--- config.mk ---
export PLATFORM = sky130hd
export DESIGN_NAME = dp_alu
export DESIGN_NICKNAME = d
export VERILOG_FILES = /design/src/rtl/dp_alu_pkg.sv /design/src/rtl/dp_alu_addsub.sv /design/src/rtl/dp_alu_logic.sv /design/src/rtl/dp_alu_flags.sv /design/src/rtl/dp_alu.sv
export SDC_FILE = /design/constraint.sdc
export NUM_CORES = 1
export LEC_CHECK = 0
export ABC_AREA = 1
export BUFFER_PORTS_ARGS = -buffer_cell sky130_fd_sc_hd__buf_2
export CELL_PAD_IN_SITES_DETAIL_PLACEMENT = 1
export CELL_PAD_IN_SITES_GLOBAL_PLACEMENT = 1
export CORE_UTILIZATION = 39
export DETAILED_ROUTE_END_ITERATION = 6
export MAX_ROUTING_LAYER = met4
export PLACE_DENSITY_LB_ADDON = 0.1
export SETUP_SLACK_MARGIN = 0.02
export SYNTH_ARGS = -nofsm -noshare
export SYNTH_HDL_FRONTEND = slang
export SYNTH_HIERARCHICAL = 1
export SYNTH_SLANG_ARGS = --single-unit
--- constraint.sdc ---
create_clock -name vclk -period 3.88
set_input_delay 0.194 -clock vclk [all_inputs]
set_output_delay 0.194 -clock vclk [all_outputs]
set_load 0.05 [all_outputs]
--- src/rtl/dp_alu_pkg.sv ---
package dp_alu_pkg;

  typedef enum logic [3:0] {
    OP_AND = 4'h0, OP_EOR = 4'h1, OP_SUB = 4'h2, OP_RSB = 4'h3,
    OP_ADD = 4'h4, OP_ADC = 4'h5, OP_SBC = 4'h6, OP_RSC = 4'h7,
    OP_TST = 4'h8, OP_TEQ = 4'h9, OP_CMP = 4'hA, OP_CMN = 4'hB,
    OP_ORR = 4'hC, OP_MOV = 4'hD, OP_BIC = 4'hE, OP_MVN = 4'hF
  } alu_op_e;

  localparam int unsigned FLAG_N = 3;
  localparam int unsigned FLAG_Z = 2;
  localparam int unsigned FLAG_C = 1;
  localparam int unsigned FLAG_V = 0;

  // compare/test group: codes 8..11
  function automatic logic is_test(input logic [3:0] op);
    return op[3:2] == 2'b10;
  endfunction

  function automatic logic is_arith(input logic [3:0] op);
    return (op[3:2] == 2'b01) || (op[3:1] == 3'b001) || (op[3:1] == 3'b101);
  endfunction

endpackage

--- src/rtl/dp_alu_addsub.sv ---
module dp_alu_addsub
  import dp_alu_pkg::*;
#(
  parameter int unsigned WIDTH = 32
) (
  input  logic [WIDTH-1:0] a_i,
  input  logic [WIDTH-1:0] b_i,
  input  alu_op_e          op_i,
  input  logic             cin_i,
  output logic [WIDTH-1:0] sum_o,
  output logic             cout_o,
  output logic             ovf_o
);
  localparam int unsigned MSB = WIDTH - 1;

  logic [WIDTH-1:0] x, y;
  logic             ci;
  logic [WIDTH:0]   wide;

  // subtraction as x + ~y + ci; ci=1 for plain, flag carry for chained
  always_comb begin
    x  = a_i;
    y  = b_i;
    ci = 1'b0;
    unique case (op_i)
      OP_ADD, OP_CMN: ci = 1'b0;
      OP_ADC:         ci = cin_i;
      OP_SUB, OP_CMP: begin y = ~b_i; ci = 1'b1;  end
      OP_SBC:         begin y = ~b_i; ci = cin_i; end
      OP_RSB:         begin x = b_i; y = ~a_i; ci = 1'b1;  end
      OP_RSC:         begin x = b_i; y = ~a_i; ci = cin_i; end
      default:        ci = 1'b0;
    endcase
  end

  assign wide   = {1'b0, x} + {1'b0, y} + {{WIDTH{1'b0}}, ci};
  assign sum_o  = wide[MSB:0];
  assign cout_o = wide[WIDTH];
  assign ovf_o  = (x[MSB] == y[MSB]) && (wide[MSB] != x[MSB]);

endmodule

--- src/rtl/dp_alu_logic.sv ---
module dp_alu_logic
  import dp_alu_pkg::*;
#(
  parameter int unsigned WIDTH = 32
) (
  input  logic [WIDTH-1:0] a_i,
  input  logic [WIDTH-1:0] b_i,
  input  alu_op_e          op_i,
  output logic [WIDTH-1:0] res_o
);
  always_comb begin
    unique case (op_i)
      OP_AND, OP_TST: res_o = a_i & b_i;
      OP_EOR, OP_TEQ: res_o = a_i ^ b_i;
      OP_ORR:         res_o = a_i | b_i;
      OP_BIC:         res_o = a_i & ~b_i;
      OP_MOV:         res_o = b_i;
      OP_MVN:         res_o = ~b_i;
      default:        res_o = '0;
    endcase
  end
endmodule

--- src/rtl/dp_alu_flags.sv ---
module dp_alu_flags
  import dp_alu_pkg::*;
#(
  parameter int unsigned WIDTH = 32
) (
  input  logic [WIDTH-1:0] res_i,
  input  logic             arith_i,
  input  logic             upd_i,
  input  logic             add_c_i,
  input  logic             add_v_i,
  input  logic             shift_c_i,
  input  logic [3:0]       nzcv_i,
  output logic [3:0]       nzcv_o
);
  logic [3:0] fresh;

  always_comb begin
    fresh[FLAG_N] = res_i[WIDTH-1];
    fresh[FLAG_Z] = ~|res_i;
    fresh[FLAG_C] = arith_i ? add_c_i : shift_c_i;
    fresh[FLAG_V] = arith_i ? add_v_i : nzcv_i[FLAG_V];
  end

  assign nzcv_o = upd_i ? fresh : nzcv_i;

endmodule

--- src/rtl/dp_alu.sv ---
module dp_alu
  import dp_alu_pkg::*;
#(
  parameter int unsigned WIDTH = 32
) (
  input  logic [WIDTH-1:0] a_i,
  input  logic [WIDTH-1:0] b_i,
  input  logic [3:0]       op_i,
  input  logic             set_flags_i,
  input  logic [3:0]       nzcv_i,
  input  logic             shift_c_i,
  output logic [WIDTH-1:0] res_o,
  output logic             wr_en_o,
  output logic [3:0]       nzcv_o,
  output logic             flag_upd_o
);
  alu_op_e          op;
  logic             arith, test;
  logic [WIDTH-1:0] sum, lres;
  logic             add_c, add_v;

  assign op    = alu_op_e'(op_i);
  assign arith = is_arith(op_i);
  assign test  = is_test(op_i);

  dp_alu_addsub #(.WIDTH(WIDTH)) u_addsub (
    .a_i   (a_i),
    .b_i   (b_i),
    .op_i  (op),
    .cin_i (nzcv_i[FLAG_C]),
    .sum_o (sum),
    .cout_o(add_c),
    .ovf_o (add_v)
  );

  dp_alu_logic #(.WIDTH(WIDTH)) u_logic (
    .a_i  (a_i),
    .b_i  (b_i),
    .op_i (op),
    .res_o(lres)
  );

  assign res_o      = arith ? sum : lres;
  assign wr_en_o    = ~test;
  assign flag_upd_o = set_flags_i | test;

  dp_alu_flags #(.WIDTH(WIDTH)) u_flags (
    .res_i    (res_o),
    .arith_i  (arith),
    .upd_i    (flag_upd_o),
    .add_c_i  (add_c),
    .add_v_i  (add_v),
    .shift_c_i(shift_c_i),
    .nzcv_i   (nzcv_i),
    .nzcv_o   (nzcv_o)
  );

endmodule

# Yosys cells after proc, flatten, opt, wreduce, memory -nomap -nowiden
# Index checks and enable logic that the tools add are counted.
[op_classes]
addsub = 2
n_reduce_logical = 12
eq_ne = 19
n_bitwise = 8
mux = 8
[ops]
columns = ["op", "count"]
rows = [
  ["32-bit case mux with 6 select lines", 1],
  ["32-bit bitwise AND", 2],
  ["32-bit two-way mux", 2],
  ["32-bit NOT", 2],
  ["32-bit case mux with 2 select lines", 1],
  ["32-bit by 32-bit adder with 33-bit output", 1],
  ["33-bit by 1-bit adder with 33-bit output", 1],
  ["32-bit bitwise OR", 1],
  ["32-bit OR reduction", 1],
  ["32-bit bitwise XOR", 1],
  ["4-bit equality test (second input constant)", 7],
  ["4-bit by 3-bit equality test with 1-bit output (second input constant)", 3],
  ["3-bit OR reduction", 3],
  ["4-bit by 2-bit equality test with 1-bit output (second input constant)", 2],
  ["2-bit OR reduction", 3],
  ["4-bit by 1-bit equality test with 1-bit output (second input constant)", 1],
  ["4-bit zero test", 1],
  ["4-bit two-way mux", 1],
  ["3-bit by 1-bit equality test with 1-bit output (second input constant)", 1],
  ["3-bit equality test (second input constant)", 1],
  ["2-bit by 1-bit equality test with 1-bit output (second input constant)", 1],
  ["2-bit equality test (second input constant)", 1],
  ["1-bit logical OR", 2],
  ["1-bit two-way mux", 2],
  ["7 further kinds", 7],
]
[totals]
ff_bits = 0
input_bits = 74
output_inout_bits = 38
elab_cells = 49

# Longest topological paths before layout
[logic_depth]
depth_word = 9
depth_mapped = 29
depth_no_buf = 28

# Hierarchy
# The synthesis kept the hierarchy.
[by_module_without_submodules]
columns = ["mod", "n_inst", "area_each_um2", "cells_each"]
rows = [
  ["dp_alu_addsub", 1, 3114.2, 608],
  ["dp_alu_logic", 1, 2677.6, 565],
  ["dp_alu", 1, 623.1, 119],
  ["dp_alu_flags", 1, 180.2, 40],
]

# Worst setup path before layout
# No wires, ideal clock.
[synth_path]
path_type = "input -> output"
start = "input op_i[0]"
end = "output nzcv_o[2]"
slack_ns = 0.054
stages = 26
t_arrival_ns = 3.632
path_cell_list = "inv_2 -> nor3_4 -> inv_2 -> clkbuf_1 -> a31oi_1 -> fa_1 -> inv_1 -> fa_1 -> nand2_1 -> nand3_1 -> and2_2 -> nand2_1 -> nand2_1 -> nand2_1 -> nand2_1 -> nand2_1 -> nand2_1 -> nand2_1 -> nand2_1 -> nand3_1 -> nand2_1 -> nor2_1 -> nand4_2 -> nor2_1 -> nand2_1 -> nand2_1"
[synth_via]
elab_chain_cells = 9
[synth_rtl]
columns = ["item", "line", "rtl"]
rows = [
  ["start: declaration", "dp_alu.sv:8", "input logic [3:0] op_i,"],
  ["4-bit by 2-bit equality test with 1-bit output (tied with other cells)", "dp_alu_addsub.sv:25", "unique case (op_i)"],
  ["3-bit OR reduction (no source line) / 2-bit OR reduction (equally long branches)", "--", ""],
  ["32-bit case mux with 2 select lines / 32-bit two-way mux (equally long branches)", "dp_alu_addsub.sv:25", ""],
  ["32-bit by 32-bit adder with 33-bit output", "dp_alu_addsub.sv:36", "assign wide = {1'b0, x} + {1'b0, y} + {{WIDTH{1'b0}}, ci};"],
  ["33-bit by 1-bit adder with 33-bit output *", "dp_alu_addsub.sv:36", ""],
  ["net sum[16]", "dp_alu.sv:19", "logic [WIDTH-1:0] sum, lres;"],
  ["32-bit two-way mux *", "dp_alu.sv:43", "assign res_o = arith ? sum : lres;"],
  ["net res_o[16]", "dp_alu.sv:12", "output logic [WIDTH-1:0] res_o,"],
  ["32-bit OR reduction *", "dp_alu_flags.sv:19", "fresh[FLAG_Z] = ~|res_i;"],
  ["1-bit zero test *", "dp_alu_flags.sv:19", ""],
  ["4-bit two-way mux *", "dp_alu_flags.sv:24", "assign nzcv_o = upd_i ? fresh : nzcv_i;"],
  ["end: declaration", "dp_alu.sv:14", "output logic [3:0] nzcv_o,"],
]
# Mark *: on every way through the listed nets, which the timed path passes. The rest lies on a longest branch.

# Final worst setup path
[layout_path]
start = "input op_i[1]"
end = "output nzcv_o[2]"
[layout_via]
elab_chain_cells = 9
[layout_rtl]
columns = ["item", "line"]
rows = [
  ["4-bit by 2-bit equality test with 1-bit output (tied with other cells)", "dp_alu_addsub.sv:25"],
  ["3-bit OR reduction (no source line) / 2-bit OR reduction (equally long branches)", "--"],
  ["32-bit case mux with 2 select lines / 32-bit two-way mux (equally long branches)", "dp_alu_addsub.sv:25"],
  ["32-bit by 32-bit adder with 33-bit output", "dp_alu_addsub.sv:36"],
  ["33-bit by 1-bit adder with 33-bit output *", "dp_alu_addsub.sv:36"],
  ["net sum[24]", "dp_alu.sv:19"],
  ["32-bit two-way mux *", "dp_alu.sv:43"],
  ["32-bit OR reduction *", "dp_alu_flags.sv:19"],
  ["1-bit zero test *", "dp_alu_flags.sv:19"],
  ["4-bit two-way mux *", "dp_alu_flags.sv:24"],
]
# Marked as above.

==> results.sh <==
export IMPL_nClkBuffers=0
export IMPL_mappedNetlistArea_sq_um=6595
export IMPL_grt_max_degree=65
export IMPL_finalHoldViolCount=0
export IMPL_tightestPinTransition_ns=0.9285
export IMPL_fin_cells=1715
export IMPL_place_hpwl_microns=24520
export IMPL_layout_commonest_cell="nand2_1"
export IMPL_mostFrequentLayoutCells="nand2_1, inv_1, nand3_1, buf_2, buf_4"
export IMPL_max_freq_mhz=259.4
export IMPL_synthCells=1332
export IMPL_syn_nets=1471
export IMPL_wirelength_microns=33870
export IMPL_vias_per_cell=5.823
export IMPL_drc=0
export IMPL_p_sw_w=0.001419
export IMPL_port_buffers=112
export IMPL_nFillCells=2483
export IMPL_seq_power_share_pct=0
export IMPL_switching_share_pct=64.53
export IMPL_p_per_area_nw_per_um2=252.6
export IMPL_hp_class="primary input to output pin"
export IMPL_dieHeight_microns=132.0
export IMPL_hold_depth=4
export IMPL_wire_per_inst_microns=19.75
export IMPL_drtAntennaViolNets=0
export IMPL_multiInputGateArea_sq_um=6176
export IMPL_fin_tns_setup_ns=0
export IMPL_cp_end_kind="output pin"
export IMPL_drv_cap=0
export IMPL_period_needed_ns=3.855
export IMPL_combPwrFrac_pct=100.0
export IMPL_ioPinCount=112
export IMPL_cts_hold_buf=0
export IMPL_antenna_found_initial=2
export IMPL_drive_above_1_share_pct=25.12
export IMPL_grt_pass1_wl_microns=48530
export IMPL_ys_seq_area_share_pct=0
export IMPL_die_area_sq_um=17430
export IMPL_dr_wl_met2_microns=15500
export IMPL_finish_utilization_pct=52.68
export IMPL_wl_met1_microns=14880
export IMPL_cp_data_arrival_time_ns=3.66
export IMPL_vias=9986
export IMPL_setup_viol=0
export IMPL_ir_drop_v=0.0001845
export IMPL_rows=47
export IMPL_synth_distinct_cells=43
export IMPL_start_kind="primary input"
export IMPL_syn_avg_cell_area_sq_um=4.951
export IMPL_nets=1634
export IMPL_dp_cells=1697
export IMPL_worstPathRequired_ns=3.69
export IMPL_top_layer="met4"
export IMPL_final_period_utilization_pct=99.37
export IMPL_syn_to_final_growth_pct=32.01
export IMPL_fp_coreArea_sq_um=16520
export IMPL_firstDrtPassIters=5
export IMPL_place_congestion=0.9908
export IMPL_grt_util_all_layers_pct=35.54
export IMPL_route_met3_wl_microns=2690
export IMPL_overflow=0
export IMPL_cp_max_fo=20
export IMPL_p_leak_nw=5.012
export IMPL_fp_dieW_microns=132.0
export IMPL_power_internal_w=0.0007800
export IMPL_grt_pass1_vias=9198
export IMPL_relSlewSlack_pct=37.88
export IMPL_design_seq_count=0
export IMPL_worstSetupPathType="primary input to output pin"
export IMPL_yosysWarnings=6
export IMPL_min_from="nzcv_i[2]"
export IMPL_whs_endpoint="nzcv_o[2]"
export IMPL_hold_slack_ns=0.7269
export IMPL_start_util_pct=39.91
export IMPL_slew_violations=0
export IMPL_regArea_sq_um=0
export IMPL_status="finished, final reports clean"
export IMPL_pwr_share_clk_pct=0
export IMPL_initialDrtViolationCount=875
## critical path: stages
cell and delay [ns]:
buf_4 0.11, inv_2 0.05, nor3_4 0.29, clkinv_4 0.15, buf_12 0.17, buf_12 0.15
a31o_1 0.25, ha_4 0.29, buf_4 0.11, nand2_1 0.08, buf_4 0.17, o21a_2 0.26
o21ai_0 0.22, nand2_1 0.12, nand4_1 0.09, nand2_1 0.06, nand3_1 0.09, nand2_1 0.09
nor2_1 0.11, and2_0 0.14, nand2_1 0.06, nor2_1 0.08, nand2_1 0.10, nand2_1 0.09
buf_6 0.15
## Yosys cell counts, types with 14 or more instances
cell type    n  area [sq um]
buf_2       23         115.1
ha_1        63         788.3
nor2_1      74         277.8
nand2_1    525          1971
a31o_1      20         175.2
nand4_1     39         244.0
o22ai_1     32         200.2
o21ai_0     14         70.07
inv_1      174         653.1
clkbuf_1    29         108.9
a21oi_1     93         465.5
xor2_1      19         166.4
nand3_1    152         760.7
## worst max-delay path by stage
stage,start,to,slack (ns),cells past startpoint
final,op_i[1],nzcv_o[2],0.02,25
after global routing,op_i[1],nzcv_o[2],-0.13,29
after CTS,op_i[0],nzcv_o[2],0.06,29
after detailed placement,op_i[0],nzcv_o[2],0.03,29
after global placement,op_i[0],nzcv_o[2],0.17,28
after floorplan,op_i[0],nzcv_o[2],0.05,26
## cells by family after synthesis
kind of cell    count (synthesis)  synth area share, %
xor+xnor                       19                2.523
mux                             3               0.4553
buf+inv                       247                15.44
compound gates                182                16.62
fa+ha+maj                      65                12.56
simple gates                  816                52.40
## metrics by stage
| step | area [sq um] | power, W | setup WS (ns) |
|---|---|---|---|
| detailed placement | 7916 | 0.001917 | 0.03140 |
| finish | 8706 | 0.002199 | 0.02458 |
| CTS | 7920 | 0.001924 | 0.05599 |
| global placement | 7916 | 0.001879 | 0.1720 |
| floorplan | 6595 | 0.001201 | 0.05443 |
| global route | 8706 | 0.002336 | -0.1296 |
## routing by layer
metal | vias to the layer above | global-route usage, %
met5 | - | -
met4 | 0 | 7.041
met3 | 68 | 2.576
met2 | 442 | 55.67
met1 | 4813 | 49.81
li1 | 4663 | -
## what timing repair did
item,in CTS,in global routing
pin swaps,0,30
setup endpoints to repair,1,1
endpoints found under the hold margin,0,0
gates resized for setup,1,144
cloned,0,3
setup buffers,0,13
## power groups by stage
stage                     logic, W  clock network [W]  registers, W
after floorplan            0.00120                  0             0
after global placement     0.00188                  0             0
after detailed placement   0.00192                  0             0
after CTS                  0.00192                  0             0
after global routing       0.00234    0.0000000000690             0
final                      0.00220    0.0000000000690             0
## area by class of cell
class / instances / area share [%]
multi-input cells: 1085 / 70.94
well taps: 220 / 3.162
diodes: 2 / 0.05749
repair buffers: 230 / 18.11
inverters: 178 / 7.732
(Power assumes the default switching activity.)
